--- src/rtl/cmptmr_pkg.sv ---
package cmptmr_pkg;

  typedef struct packed {
    logic mask;
    logic en;
  } tmr_ctrl_t;

  localparam int unsigned CTL_EN_POS   = 0;
  localparam int unsigned CTL_MASK_POS = 1;
  localparam int unsigned CTL_STAT_POS = 2;

endpackage

--- src/rtl/cmptmr_regs.sv ---
module cmptmr_regs
  import cmptmr_pkg::*;
#(
  parameter int unsigned CNT_W = 64,
  parameter int unsigned DW    = 32,
  parameter int unsigned AW    = 2
) (
  input  logic             clk,
  input  logic             rst,
  input  logic             wr_en,
  input  logic [AW-1:0]    addr,
  input  logic [DW-1:0]    wdata,
  input  logic [CNT_W-1:0] cnt_i,
  output tmr_ctrl_t        ctrl_o,
  output logic [CNT_W-1:0] cmp_o
);

  localparam int unsigned NW        = CNT_W / DW;
  localparam int unsigned VIEW_ADDR = NW + 1;
  localparam int unsigned EXT_W     = CNT_W - DW;

  tmr_ctrl_t        ctrl_q;
  logic [DW-1:0]    cmp_w [NW];
  logic [CNT_W-1:0] cmp_rel;
  logic             view_we;
  logic             ctrl_we;

  assign view_we = wr_en && (addr == AW'(VIEW_ADDR));
  assign ctrl_we = wr_en && (addr == AW'(0));
  assign cmp_rel = cnt_i + {{EXT_W{wdata[DW-1]}}, wdata};

  always_ff @(posedge clk) begin
    if (rst) begin
      ctrl_q <= '0;
    end else if (ctrl_we) begin
      ctrl_q.en   <= wdata[CTL_EN_POS];
      ctrl_q.mask <= wdata[CTL_MASK_POS];
    end
  end

  generate
    for (genvar w = 0; w < NW; w++) begin : g_cmp_word
      always_ff @(posedge clk) begin
        if (rst) begin
          cmp_w[w] <= '0;
        end else if (view_we) begin
          cmp_w[w] <= cmp_rel[w*DW +: DW];
        end else if (wr_en && (addr == AW'(w + 1))) begin
          cmp_w[w] <= wdata;
        end
      end
      assign cmp_o[w*DW +: DW] = cmp_w[w];
    end
  endgenerate

  assign ctrl_o = ctrl_q;


  view_wr_chk: assert property (@(posedge clk) disable iff (rst)
    view_we |=> (cmp_o == $past(cnt_i) + {{EXT_W{$past(wdata[DW-1])}}, $past(wdata)}));


  ctrl_hold_chk: assert property (@(posedge clk) disable iff (rst)
    !ctrl_we |=> $stable(ctrl_o));


  cmp_hold_chk: assert property (@(posedge clk) disable iff (rst)
    !wr_en |=> $stable(cmp_o));

endmodule

--- src/rtl/cmptmr_cond.sv ---
module cmptmr_cond
  import cmptmr_pkg::*;
#(
  parameter int unsigned CNT_W = 64
) (
  input  logic             clk,
  input  logic             rst,
  input  tmr_ctrl_t        ctrl_i,
  input  logic [CNT_W-1:0] cmp_i,
  input  logic [CNT_W-1:0] cnt_i,
  output logic             status_o,
  output logic             irq_o
);

  logic reached;
  logic status_q;
  logic irq_q;

  assign reached = ctrl_i.en && (cnt_i >= cmp_i);

  always_ff @(posedge clk) begin
    if (rst) begin
      status_q <= 1'b0;
      irq_q    <= 1'b0;
    end else begin
      status_q <= reached;
      irq_q    <= reached && !ctrl_i.mask;
    end
  end

  assign status_o = status_q;
  assign irq_o    = irq_q;


  stat_off_chk: assert property (@(posedge clk) disable iff (rst)
    !ctrl_i.en |=> !status_q);


  irq_stat_chk: assert property (@(posedge clk) disable iff (rst)
    irq_q |-> (status_q && !$past(ctrl_i.mask)));


  fire_chk: assert property (@(posedge clk) disable iff (rst)
    (ctrl_i.en && !(cnt_i < cmp_i)) |=> status_q);

endmodule

--- src/rtl/cmptmr_rdmux.sv ---
module cmptmr_rdmux
  import cmptmr_pkg::*;
#(
  parameter int unsigned CNT_W = 64,
  parameter int unsigned DW    = 32,
  parameter int unsigned AW    = 2
) (
  input  logic             clk,
  input  logic             rst,
  input  logic             rd_en,
  input  logic [AW-1:0]    addr,
  input  tmr_ctrl_t        ctrl_i,
  input  logic             status_i,
  input  logic [CNT_W-1:0] cmp_i,
  input  logic [CNT_W-1:0] cnt_i,
  output logic [DW-1:0]    rdata_o
);

  localparam int unsigned NW        = CNT_W / DW;
  localparam int unsigned VIEW_ADDR = NW + 1;

  logic [CNT_W-1:0] remain;
  logic [DW-1:0]    sel;
  logic [DW-1:0]    rdata_q;

  assign remain = cmp_i - cnt_i;

  always_comb begin
    sel = '0;
    if (addr == AW'(0)) begin
      sel[CTL_EN_POS]   = ctrl_i.en;
      sel[CTL_MASK_POS] = ctrl_i.mask;
      sel[CTL_STAT_POS] = status_i;
    end else if (addr == AW'(VIEW_ADDR)) begin
      sel = remain[DW-1:0];
    end else begin
      for (int w = 0; w < NW; w++) begin
        if (addr == AW'(w + 1)) sel = cmp_i[w*DW +: DW];
      end
    end
  end

  always_ff @(posedge clk) begin
    if (rst) begin
      rdata_q <= '0;
    end else if (rd_en) begin
      rdata_q <= sel;
    end
  end

  assign rdata_o = rdata_q;


  rd_hold_chk: assert property (@(posedge clk) disable iff (rst)
    !rd_en |=> $stable(rdata_q));


  ctl_upper_chk: assert property (@(posedge clk) disable iff (rst)
    (rd_en && addr == AW'(0)) |=> (rdata_q[DW-1:CTL_STAT_POS+1] == '0));

endmodule

--- src/rtl/cmp_downcount_timer.sv ---
module cmp_downcount_timer
  import cmptmr_pkg::*;
#(
  parameter int unsigned CNT_W = 64,
  parameter int unsigned DW    = 32,
  parameter int unsigned AW    = 2
) (
  input  logic             clk,
  input  logic             rst,
  input  logic [CNT_W-1:0] cnt_i,
  input  logic             bus_wr,
  input  logic             bus_rd,
  input  logic [AW-1:0]    bus_addr,
  input  logic [DW-1:0]    bus_wdata,
  output logic [DW-1:0]    bus_rdata,
  output logic             irq
);

  tmr_ctrl_t        ctrl;
  logic [CNT_W-1:0] cmp;
  logic             status;

  cmptmr_regs #(.CNT_W(CNT_W), .DW(DW), .AW(AW)) u_regs (
    .clk    (clk),
    .rst    (rst),
    .wr_en  (bus_wr),
    .addr   (bus_addr),
    .wdata  (bus_wdata),
    .cnt_i  (cnt_i),
    .ctrl_o (ctrl),
    .cmp_o  (cmp)
  );

  cmptmr_cond #(.CNT_W(CNT_W)) u_cond (
    .clk      (clk),
    .rst      (rst),
    .ctrl_i   (ctrl),
    .cmp_i    (cmp),
    .cnt_i    (cnt_i),
    .status_o (status),
    .irq_o    (irq)
  );

  cmptmr_rdmux #(.CNT_W(CNT_W), .DW(DW), .AW(AW)) u_rdmux (
    .clk      (clk),
    .rst      (rst),
    .rd_en    (bus_rd),
    .addr     (bus_addr),
    .ctrl_i   (ctrl),
    .status_i (status),
    .cmp_i    (cmp),
    .cnt_i    (cnt_i),
    .rdata_o  (bus_rdata)
  );


  rst_clr_chk: assert property (@(posedge clk)
    rst |=> (!irq && bus_rdata == '0 && cmp == '0 && !ctrl.en && !ctrl.mask));

endmodule

--- config.mk ---
export PLATFORM = sky130hd
export DESIGN_NAME = cmp_downcount_timer
export DESIGN_NICKNAME = d
export VERILOG_FILES = /design/src/rtl/cmptmr_pkg.sv /design/src/rtl/cmptmr_regs.sv /design/src/rtl/cmptmr_cond.sv /design/src/rtl/cmptmr_rdmux.sv /design/src/rtl/cmp_downcount_timer.sv
export SDC_FILE = /design/constraint.sdc
export NUM_CORES = 1
export LEC_CHECK = 0
export CORE_MARGIN = 3
export CORE_UTILIZATION = 58
export DETAILED_ROUTE_END_ITERATION = 12
export DONT_BUFFER_PORTS = 1
export PLACE_DENSITY = 0.74
export SLEW_MARGIN = 20
export SYNTH_ARGS = -nofsm -noshare
export SYNTH_HDL_FRONTEND = slang
export SYNTH_SLANG_ARGS = --single-unit
--- constraint.sdc ---
create_clock -name clk -period 3.43 [get_ports clk]
set_input_delay 0.1715 -clock clk [delete_from_list [all_inputs] [get_ports clk]]
set_output_delay 0.1715 -clock clk [all_outputs]
set_load 0.05 [all_outputs]
==> results.cfg <==
[logic_synthesis]
yosysSeqAreaShare = 0.232
synthSimpleGateAreaFrac = 0.151
synth_cells = 1426
synth.mux.area_fraction = 0.0166
yosys_warnings = 0
synth_top_family_by_area = compound AO/OA/AOI/OAI gates
synth-edff-count = 64
synth-xor-area-share = 0.0660
ys.flop_type = edfxtp_1
synth_area_sq_um = 11400
avgSynthCellArea_sq_um = 8.00
synth_compound_area_frac = 0.286
synth_adder_area_share = 0.177
synth_cell_type_count = 84
ys_ff_latch = 100
async_reset_ff_frac = 0
syn_nets = 1688

[drt]
dr.pass1.iters = 6
wl_per_cell_um = 22.1
route.detailed.drc = 0
vias = 10900
wl_mm = 37.5
drtAntennaViolNets = 0
drt-initial-drc-count = 1003
via_per_inst = 6.44

[layout]
antenna_cells = 0
multi_input_area_sq_um = 7970
mostFrequentLayoutCells = 158 x ha_1, 138 x nand2_1, 127 x a21oi_1
finalNonFillerCells = 1699
drive_above_1_share = 0.0646
layout_commonest_cell = ha_1
design_area_sq_um = 12300
ff_latch_area_sq_um = 2640
layout.nets = 1696
areaGrowthSynthToFinish_pct = 7.84
fillers = 1748

[floorplanning]
row_count = 50
start_util = 0.600
chipWidth_um = 146
pin_count = 135
die-height_um = 146
die_area_sq_um = 21400
coreArea_sq_um = 19000

[critical_path]
crit_type = flip-flop to flip-flop
cp_slowest_cell = fa_1
required_ps = 3680
crit_buf_inv = 2
crit_chain = inv_1 -> ha_1 -> fa_1 -> nor2b_1 -> o21ai_1 -> a21boi_1 -> o311ai_2 -> o21ai_2 -> a311oi_2 -> o31ai_1 -> buf_4 -> a21oi_1 -> xnor2_1 -> a21oi_1 -> nor3_1
arrival_ps = 3500
cp_top_family = compound AO/OA/AOI/OAI gates
worstPathMaxFanout = 3
cp-end-kind = flip-flop
startpoint_type = flip-flop
cp_slowest_stage_delay_ps = 410
cp_common_cell = a21oi_1

[clocking]
clock_path_buffers = 2
clkSinkCount = 100
clk_latency_ps = 360
cts_root_buf = clkbuf_16
h-tree-depth = 3
path_clk_slew_ps = 70
cts_tree = yes
cts_buffers = 9

[timing]
fmax_mhz = 307
setup_viol = 0
relSlewSlack = 0.397
worst_pin_slew_ps = 904
rsz0062_at_grt = no
fin_crit_sh = 0.948
skew_ps = 10.1
maxSlewViolCount = 0
period_minus_slack_ps = 3250
final_hold_viol_count = 0

[global_routing]
grt_antenna_before_repair = 1
grt_pass1_vias = 10300
grt_max_degree = 58
track_usage = 0.341
grt_pass1_wl_mm = 57.6
overflow = 0

[placed_design]
numPortBuffers = 0
place_congestion = 0.976
hpwl_mm = 29.6
place_inst = 1667
placed_area_sq_um = 11800

[flow_run]
maxCapViolations = 0

[run_status]
status = completed

[power_and_ir_drop]
vdd_drop_max_v = 0.000195
static-leakage-power_nw = 5.58
power.density_nw_per_um2 = 372
power_mw = 4.58

[worst_hold_path]
hp-class = input pin to flip-flop
-- synthesized netlist by cell type, drive strengths merged, types with 14 or more instances --
cell / number / area (sq um)
o21ai: 137 / 689
buf: 17 / 131
a221oi: 18 / 158
nand2: 139 / 524
nand4: 24 / 156
inv: 122 / 458
a21o: 82 / 617
o21bai: 16 / 120
xnor2: 55 / 482
clkbuf: 55 / 210
nor3: 24 / 120
xor2: 31 / 272
nor2b: 20 / 125
nor2: 77 / 289
ha: 158 / 1980
a211oi: 22 / 165
a21oi: 127 / 636
edfxtp: 64 / 1920
and3: 14 / 87.6
dfxtp: 36 / 721
nand2b: 18 / 113
nand3: 22 / 110
-- through the flow --
stage	hold WS (ps)	TNS, ps	worst slack [ps]	util
floorplan	319	0	264	-
global placement	248	-9.25	-9.25	0.620
detailed placement	249	-45.3	-45.3	0.620
CTS	0.0473	0	8.37	0.646
global route	11.5	0	14.2	0.647
finish	3.33	0	177	0.647
-- logic make-up (layout without fill, tap and decap cells) --
kind of cell | after synthesis | after routing
fa+ha+maj | 160 | 160
simple gates | 365 | 365
flops | 100 | 100
xor+xnor | 86 | 86
buf+inv | 196 | 209
mux | 15 | 15
compound gates | 504 | 504
-- where the power goes --
group          total, mW  switching, mW  leakage (nW)  internal, mW
logic               1.80           1.03          4.47         0.772
clock network       1.20          0.480         0.157         0.715
registers           1.58          0.185         0.948          1.39
total               4.58           1.70          5.58          2.88
-- flip-flops by register name, indices dropped and copies added, names as in the netlist --
name / count
u_rdmux.rdata_o: 32
u_regs.cmp_w: 64
u_regs.ctrl_o: 2
u_cond.status_o: 1
u_cond.irq_o: 1
-- worst reg2reg max path: stages, from the launching register on --
cell      delay, ps
edfxtp_1        380
inv_1            50
ha_1            210
fa_1            410
nor2b_1         140
o21ai_1          90
a21boi_1        270
o311ai_2        150
o21ai_2         220
a311oi_2        170
o31ai_1         360
buf_4           190
a21oi_1          70
xnor2_1         130
a21oi_1         240
nor3_1           70
-- worst paths after layout --
| kind | start | end | depth (start not counted) | slack [ps] |
|---|---|---|---|---|
| min | bus_wdata[1] | u_regs.cmp_w[1][1] | 2 | 3 |
| min reg2reg | u_regs.ctrl_o[1] | u_cond.irq_o | 1 | 480 |
| max reg2reg | u_regs.cmp_w[0][0] | u_rdmux.rdata_o[30] | 15 | 180 |
| max | u_regs.cmp_w[0][0] | u_rdmux.rdata_o[30] | 15 | 180 |
-- layout make-up --
cell class              count  share of cell area
repair buffers             71              0.0472
inverters                 122              0.0372
clock inverters             4             0.00793
flip-flops and latches    100               0.215
multi-input cells        1130               0.647
clock buffers              12              0.0192
well taps                 260              0.0264
-- layer usage --
metal / vias to the layer above / track usage / wire length, um
li1: 5198 / - / -
met5: - / 0 / 7
met1: 5101 / 0.468 / 15900
met3: 63 / 0.0568 / 3700
met4: 2 / 0.0898 / 876
met2: 576 / 0.559 / 17000
-- timing repair --
item                                   4_1_cts  5_1_grt
buffers inserted                             0        1
endpoints found under the hold margin       40        0
resized for setup                            0        3
setup endpoints to repair                    0        2
hold buffers                                15        0
(Power assumes the default switching activity.)
